--- src/rtl/mbx_pkg.sv ---
package mbx_pkg;

   // Which half of the 16-bit register the host touches next
   typedef enum logic {
      SEL_LO = 1'b0,
      SEL_HI = 1'b1
   } byte_sel_e;

   // Handshake and mode state shown on the status byte
   typedef struct packed {
      logic rqm;
      logic dir;
      logic wide;
   } mbx_flags_t;

endpackage

--- src/rtl/mbx_seq.sv ---
// Byte sequencer: byte pointer, handshake flag, direction, width mode.
module mbx_seq
   import mbx_pkg::*;
(
   input  logic       clk,
   input  logic       rst_n,
   input  logic       host_acc,
   input  logic       host_is_wr,
   input  logic       cp_wr,
   input  logic       cp_req,
   input  logic       cp_mode_set,
   input  logic       cp_mode_wide,
   output byte_sel_e  sel_o,
   output mbx_flags_t flags_o,
   output logic       ev_narrow_wr,
   output logic       ev_stage,
   output logic       ev_commit
);

   byte_sel_e  sel_q;
   mbx_flags_t flg_q;
   logic       host_go;
   logic       full_acc;

   // Coprocessor updates win the cycle; the host access is dropped
   assign host_go  = host_acc && !cp_wr && !cp_mode_set;
   assign full_acc = host_go && (!flg_q.wide || (sel_q == SEL_HI));

   always_ff @(posedge clk) begin
      if (!rst_n) begin
         sel_q      <= SEL_LO;
         flg_q.rqm  <= 1'b0;
         flg_q.dir  <= 1'b0;
         flg_q.wide <= 1'b0;
      end else begin
         if (cp_wr || cp_mode_set)
            sel_q <= SEL_LO;
         else if (host_go && flg_q.wide)
            sel_q <= (sel_q == SEL_LO) ? SEL_HI : SEL_LO;

         if (cp_wr || cp_req)
            flg_q.rqm <= 1'b1;
         else if (full_acc)
            flg_q.rqm <= 1'b0;

         if (cp_wr)
            flg_q.dir <= 1'b1;
         else if (cp_req)
            flg_q.dir <= 1'b0;

         if (cp_mode_set)
            flg_q.wide <= cp_mode_wide;
      end
   end

   assign ev_narrow_wr = host_go && host_is_wr && !flg_q.wide;
   assign ev_stage     = host_go && host_is_wr &&  flg_q.wide && (sel_q == SEL_LO);
   assign ev_commit    = host_go && host_is_wr &&  flg_q.wide && (sel_q == SEL_HI);

   assign sel_o   = sel_q;
   assign flags_o = flg_q;

endmodule

--- src/rtl/mbx_datapath.sv ---
// Data register, staging byte and host read-byte select.
module mbx_datapath
   import mbx_pkg::*;
#(
   parameter int HOST_W = 8,
   parameter int DATA_W = 16
) (
   input  logic              clk,
   input  logic              rst_n,
   input  logic              cp_wr,
   input  logic [DATA_W-1:0] cp_wdata,
   input  logic              ev_narrow_wr,
   input  logic              ev_stage,
   input  logic              ev_commit,
   input  logic [HOST_W-1:0] host_wdata,
   input  byte_sel_e         sel,
   input  logic              wide,
   output logic [DATA_W-1:0] data_o,
   output logic [HOST_W-1:0] rd_byte
);

   localparam int HI_LSB = HOST_W;
   localparam int HI_MSB = DATA_W - 1;

   logic [DATA_W-1:0] data_q;
   logic [HOST_W-1:0] stage_q;

   always_ff @(posedge clk) begin
      if (!rst_n) begin
         data_q  <= '0;
         stage_q <= '0;
      end else begin
         if (cp_wr)
            data_q <= cp_wdata;
         else if (ev_commit)
            data_q <= {host_wdata, stage_q};
         else if (ev_narrow_wr)
            data_q[HOST_W-1:0] <= host_wdata;

         if (ev_stage)
            stage_q <= host_wdata;
      end
   end

   always_comb begin
      if (wide && (sel == SEL_HI))
         rd_byte = data_q[HI_MSB:HI_LSB];
      else
         rd_byte = data_q[HOST_W-1:0];
   end

   assign data_o = data_q;

endmodule

--- src/rtl/mbx_status.sv ---
// Formats the status byte from the flag set.
module mbx_status
   import mbx_pkg::*;
#(
   parameter int HOST_W   = 8,
   parameter int RQM_BIT  = 7,
   parameter int DIR_BIT  = 6,
   parameter int WIDE_BIT = 4
) (
   input  mbx_flags_t        flags,
   output logic [HOST_W-1:0] status
);

   always_comb begin
      status           = '0;
      status[RQM_BIT]  = flags.rqm;
      status[DIR_BIT]  = flags.dir;
      status[WIDE_BIT] = flags.wide;
   end

endmodule

--- src/rtl/mbx_host_port.sv ---
// Top: host byte mailbox in front of a 16-bit coprocessor data register.
module mbx_host_port
   import mbx_pkg::*;
#(
   parameter int HOST_W   = 8,
   parameter int DATA_W   = 16,
   parameter int RQM_BIT  = 7,
   parameter int DIR_BIT  = 6,
   parameter int WIDE_BIT = 4,
   parameter bit REG_READ = 1'b0
) (
   input  logic              clk,
   input  logic              rst_n,
   input  logic              host_cs,
   input  logic              host_addr,
   input  logic              host_rd,
   input  logic              host_wr,
   input  logic [HOST_W-1:0] host_wdata,
   output logic [HOST_W-1:0] host_rdata,
   input  logic              cp_wr,
   input  logic [DATA_W-1:0] cp_wdata,
   input  logic              cp_req,
   input  logic              cp_mode_set,
   input  logic              cp_mode_wide,
   output logic [DATA_W-1:0] cp_rdata,
   output logic              cp_rqm
);

   localparam logic ADDR_DATA = 1'b0;

   // Elaboration-time parameter checks
   if (DATA_W != 2 * HOST_W) begin : g_bad_width
      $error("DATA_W must be twice HOST_W");
   end
   if (RQM_BIT >= HOST_W || DIR_BIT >= HOST_W || WIDE_BIT >= HOST_W) begin : g_bad_bitpos
      $error("status bit position outside the host byte");
   end
   if (RQM_BIT == DIR_BIT || RQM_BIT == WIDE_BIT || DIR_BIT == WIDE_BIT) begin : g_bad_overlap
      $error("status bit positions must differ");
   end

   logic              data_sel;
   logic              host_acc;
   logic              host_is_wr;
   byte_sel_e         sel_q;
   mbx_flags_t        flags;
   logic              wide_q;
   logic              ev_narrow_wr;
   logic              ev_stage;
   logic              ev_commit;
   logic [HOST_W-1:0] data_byte;
   logic [HOST_W-1:0] status_byte;
   logic [HOST_W-1:0] rd_mux;

   assign data_sel   = host_cs && (host_addr == ADDR_DATA);
   assign host_acc   = data_sel && (host_rd || host_wr);
   assign host_is_wr = host_wr;

   mbx_seq u_seq (
      .clk          (clk),
      .rst_n        (rst_n),
      .host_acc     (host_acc),
      .host_is_wr   (host_is_wr),
      .cp_wr        (cp_wr),
      .cp_req       (cp_req),
      .cp_mode_set  (cp_mode_set),
      .cp_mode_wide (cp_mode_wide),
      .sel_o        (sel_q),
      .flags_o      (flags),
      .ev_narrow_wr (ev_narrow_wr),
      .ev_stage     (ev_stage),
      .ev_commit    (ev_commit)
   );

   assign wide_q = flags.wide;

   mbx_datapath #(
      .HOST_W (HOST_W),
      .DATA_W (DATA_W)
   ) u_dp (
      .clk          (clk),
      .rst_n        (rst_n),
      .cp_wr        (cp_wr),
      .cp_wdata     (cp_wdata),
      .ev_narrow_wr (ev_narrow_wr),
      .ev_stage     (ev_stage),
      .ev_commit    (ev_commit),
      .host_wdata   (host_wdata),
      .sel          (sel_q),
      .wide         (wide_q),
      .data_o       (cp_rdata),
      .rd_byte      (data_byte)
   );

   mbx_status #(
      .HOST_W   (HOST_W),
      .RQM_BIT  (RQM_BIT),
      .DIR_BIT  (DIR_BIT),
      .WIDE_BIT (WIDE_BIT)
   ) u_stat (
      .flags  (flags),
      .status (status_byte)
   );

   assign rd_mux = (host_addr == ADDR_DATA) ? data_byte : status_byte;

   // Read-path variant: combinational byte, or a byte captured on the strobe
   if (REG_READ) begin : g_rd_reg
      logic [HOST_W-1:0] rd_q;
      always_ff @(posedge clk) begin
         if (!rst_n)
            rd_q <= '0;
         else if (host_cs && host_rd && !host_wr)
            rd_q <= rd_mux;
      end
      assign host_rdata = rd_q;
   end else begin : g_rd_comb
      assign host_rdata = rd_mux;
   end

   assign cp_rqm = flags.rqm;

endmodule

--- config.mk ---
export PLATFORM = sky130hd
export DESIGN_NAME = mbx_host_port
export DESIGN_NICKNAME = d
export VERILOG_FILES = /design/src/rtl/mbx_pkg.sv /design/src/rtl/mbx_seq.sv /design/src/rtl/mbx_datapath.sv /design/src/rtl/mbx_status.sv /design/src/rtl/mbx_host_port.sv
export SDC_FILE = /design/constraint.sdc
export NUM_CORES = 1
export LEC_CHECK = 0
export ABC_CLOCK_PERIOD_IN_PS = 1600
export BUFFER_PORTS_ARGS = -buffer_cell sky130_fd_sc_hd__buf_4
export CORE_ASPECT_RATIO = 0.75
export CORE_MARGIN = 3
export CORE_UTILIZATION = 45
export DETAILED_ROUTE_END_ITERATION = 6
export GPL_TIMING_DRIVEN = 0
export MAX_ROUTING_LAYER = met4
export PLACE_DENSITY = 0.76
export SYNTH_ARGS = -nofsm -noshare
export SYNTH_HDL_FRONTEND = slang
export SYNTH_SLANG_ARGS = --single-unit
export TNS_END_PERCENT = 50
--- constraint.sdc ---
create_clock -name clk -period 1.6 [get_ports clk]
set_input_delay 0.24 -clock clk [delete_from_list [all_inputs] [get_ports clk]]
set_output_delay 0.24 -clock clk [all_outputs]
set_load 0.03 [all_outputs]
### Word-level counts from Yosys, hierarchy flattened

Cells that the tools add are included.

* multiplexer cells: 11
* bitwise operators: 3
* reductions and logical operators: 24

Operators with widths (number)
* $mux 8: 5
* $mux 16: 1
* $logic_and 1x1->1: 12
* $reduce_bool 2->1: 3
* $mux 1: 5
* $logic_or 1x1->1: 4
* $logic_not 1->1: 3
* $not 1->1: 3
* $reduce_bool 3->1: 1
* $reduce_or 2->1: 1

* flip-flop bits (word level): 28
* output and inout port bits: 25
* bits of input ports: 34
* logic and storage cells: 45

### Longest topological paths before layout

* depth after elaboration: 10
* mapped depth: 5
* depth with buffers taken out: 3

### Cells and area by module

Synthesis repeated with hierarchy kept, for this count alone.

* cell total of the unflattened synthesis: 164
* area, all modules: 1649.1 um^2

By module, submodules not included
* mbx_datapath: instances 1, area each 1244.9 um^2, sequential area each 480.5 um^2, cells an instance 122
* mbx_seq: instances 1, area each 197.7 um^2, sequential area each 80.1 um^2, cells an instance 22
* mbx_host_port: instances 1, area each 142.6 um^2, sequential area each 0.0 um^2, cells an instance 11
* mbx_status: instances 1, area each 63.8 um^2, sequential area each 0.0 um^2, cells an instance 9

### Worst setup path before layout

Ideal clock, no wire load.

* kind: register -> output
* start point: register u_seq.flags_o[0] (netlist name)
* end point: output port host_rdata[6]
* data required time: 1.360 ns
* data arrival time: 1.565 ns
* path slack: -0.205 ns
* buffers on the path: 2
* cell stages (with the launch flop): 6
* cell sequence: dfxtp_1 > buf_2 > and2_1 > clkbuf_1 > mux2i_1 > o21ai_0

* longest elaborated chain between the ends: 3

Ends and longest elaborated chain
* $logic_and 1x1->1: line mbx_datapath.sv:46 `if (wide && (sel == SEL_HI))`
* $mux 8: line mbx_datapath.sv:46
* $mux 8: line mbx_host_port.sv:105 `assign rd_mux = (host_addr == ADDR_DATA) ? data_byte : status_byte;`
* end: declaration: line mbx_host_port.sv:19 `output logic [HOST_W-1:0] host_rdata,`

No other way between the ends.

### Final worst setup path

* start point: register u_seq.sel_q, in the netlist u_seq.sel_o
* end point: output port host_rdata[6]

* longest elaborated chain between the ends: 3

Ends and longest elaborated chain
* start: declaration: line mbx_seq.sv:20 `byte_sel_e sel_q;`
* start signal: assignment: line mbx_seq.sv:39 `sel_q <= (sel_q == SEL_LO) ? SEL_HI : SEL_LO;`
* $logic_and 1x1->1: line mbx_datapath.sv:46
* $mux 8: line mbx_datapath.sv:46
* $mux 8: line mbx_host_port.sv:105

No other way between the ends.

==> impl_metrics.tcl <==
set metrics [dict create \
    run_status "complete, but fails checks" \
    violations "negative setup slack" \
    h-tree-depth 1 \
    first_global_vias 1700 \
    yosysMostFrequentCell "dfxtp_1" \
    postLayoutCoreUtil_pct 67.3 \
    wl_met3_um 598 \
    whs_ps 226 \
    rsz0062_at_grt "yes" \
    clk_latency_ps 280 \
    hpwl_mm 4.19 \
    slew_headroom_pct 50.2 \
    dp.cells 309 \
    hold_viol 0 \
    portBuffers 57 \
    max_freq_ghz 0.600 \
    grt_start_max_net_pins 17 \
    cts_buffers 3 \
    crit_path_max_fanout 7 \
    synth_cell_types 33 \
    die_area_um2 4520 \
    placed_cell_area_um2 2170 \
    crit_type "reg -> out" \
    die_h_um 59.0 \
    synth_common_cells "dfxtp_1, o21ai_0, clkbuf_1, nand3_1, nand2_1" \
    fin_area_um2 2320 \
    syn_avg_cell_area_um2 8.33 \
    antennaDiodeCount 0 \
    hold_path.class "in -> reg" \
    routed_wl_mm 5.78 \
    postLayoutSetupSlackWorst_ps -67.0 \
    drtIter0Drc 293 \
    wire_per_inst_um 18.2 \
    yosys_warnings 0 \
    dieWidth_um 76.6 \
    pre_cts_slack_ps -231 \
    antenna_left 0 \
    synth_nets 236 \
    numClockSinks 28 \
    finClkSkew_ps 10.5 \
    synthArstFlopShare_pct 0 \
    core_um2 3450 \
    via_per_inst 6.20 \
    crit_path_start_kind "register" \
    synth_area_um2 1680 \
    yosysTopAreaCellShare_pct 33.3 \
    top_layer "met4" \
    antenna_found_initial 0 \
    drv_cap 0 \
    rows 18 \
    cts_tree "done" \
    worst_pin_slew_ps 745 \
    clock_path_buffers 2 \
    drive_gt1_share_pct 31.8 \
    synth_flop_cell "dfxtp_1" \
    cts_root_buf "clkbuf_8" \
    hold_buffers 0 \
    vdd_drop_max_mv 0.636 \
    pwr_density_cell_nw_per_um2 698 \
    nets 303 \
    finalSetupViolations 2 \
    holdPathStages 3 \
    vias 1966 \
    setup_tns_ps -73.0 \
    required_ps 1360 \
    fin_cells 317 \
    ys_ff_latch 28 \
    clkTransAtPathRegs_ps 100 \
    slew_viol_final 0 \
    synth-edff-count 0 \
    num_io_pins 59 \
    grt_pass1_wl_mm 9.07 \
    fillers 339 \
    post-route-period-util_pct 104 \
    p_leak_nw 0.965 \
    power_mw 1.62 \
    drc 0 \
    place_congestion 0.920 \
    multi_input_area_um2 1010 \
    initial_core_util_pct 48.8 \
    yosysTopAreaCell "dfxtp_1" \
    regArea_um2 563 \
    overflow 0 \
    wl_met1_mm 2.61 \
    first_pass_iters 5 \
    area_growth_syn_to_layout_pct 37.8 \
    end_kind "output pin" \
    timing.final.crit_period_ps 1670 \
    synth_area_leaders "dfxtp_1, o21ai_0, a311o_1" \
    synthCells 202 \
    ys_seq_area_share_pct 33.3 \
    wl_met2_mm 2.54 \
    crit_arrival_ps 1430 \
    grt_usage_pct 26.7 \
    reg2reg_depth 4 \
]
==> critical path, cell delays in order (launching register included) <==
cell and delay (ps):
dfxtp_2 340, buf_6 120, and2_4 200, mux2i_1 220, o21ai_1 80, buf_4 190
==> metal layers <==
metal  vias up  global-route usage (%)
met5         -                       -
met4         0                    4.13
met2       118                    39.9
met3         6                    6.42
li1        917                       -
met1       925                    37.6
==> power breakdown <==
group | internal (mW) | total (mW) | leakage [nW] | switching, mW
registers | 0.733 | 0.763 | 0.232 | 0.0296
logic | 0.204 | 0.466 | 0.712 | 0.261
clock network | 0.170 | 0.389 | 0.0216 | 0.220
==> cell type report <==
type                       count  share of cell area (%)
tap                           50                    2.70
timing repair buffer          67                    22.0
inverter                       2                   0.324
sequential                    28                    24.3
clock buffer                   3                    1.78
multi-input combinational    145                    43.5
buffer                        22                    5.40
==> cell usage in the layout (no fill, tap or decap), drive strengths merged <==
| cell type | instances |
|---|---|
| o31ai | 1 |
| o32a | 8 |
| and4 | 8 |
| nand2b | 3 |
| nor3b | 1 |
| o311a | 8 |
| a311o | 8 |
| nor2 | 3 |
| nor4bb | 1 |
| o211a | 8 |
| nand3 | 16 |
| a21boi | 10 |
| a21oi | 7 |
| o21ai | 27 |
| inv | 2 |
| and2 | 1 |
| nand4bb | 1 |
| or4 | 1 |
| or3b | 1 |
| nand4b | 1 |
| dfxtp | 28 |
| nand2 | 14 |
| o2bb2ai | 1 |
| o41ai | 1 |
| buf | 77 |
| a31oi | 8 |
| nor2b | 3 |
| mux2i | 3 |
| clkbuf | 15 |
| and4b | 1 |
==> flip-flops by register name, indices dropped and copies added (netlist names) <==
signal,cells
u_dp.data_o,16
u_dp.stage_q,8
u_seq.sel_o,1
u_seq.flags_o,3
==> timing repair <==
action / CTS / global route
pin swaps: 2 / 4
gates resized for setup: 12 / 12
setup endpoints to repair: 16 / 24
setup buffers: 4 / 6
==> kinds of logic after synthesis <==
logic type      synth area share [%]
mux                             1.78
buf+inv                         7.73
flops                           33.3
simple gates                    19.1
compound gates                  38.1
==> path summary, 6_finish.rpt <==
kind	from	end	slack [ps]
max reg2reg	u_seq.flags_o[0]	u_dp.data_o[2]	-10
min reg2reg	u_dp.stage_q[0]	u_dp.stage_q[0]	480
min	cp_mode_wide	u_seq.flags_o[0]	230
max	u_seq.sel_o	host_rdata[6]	-70
Note: power is estimated with default switching activity, not from simulation.
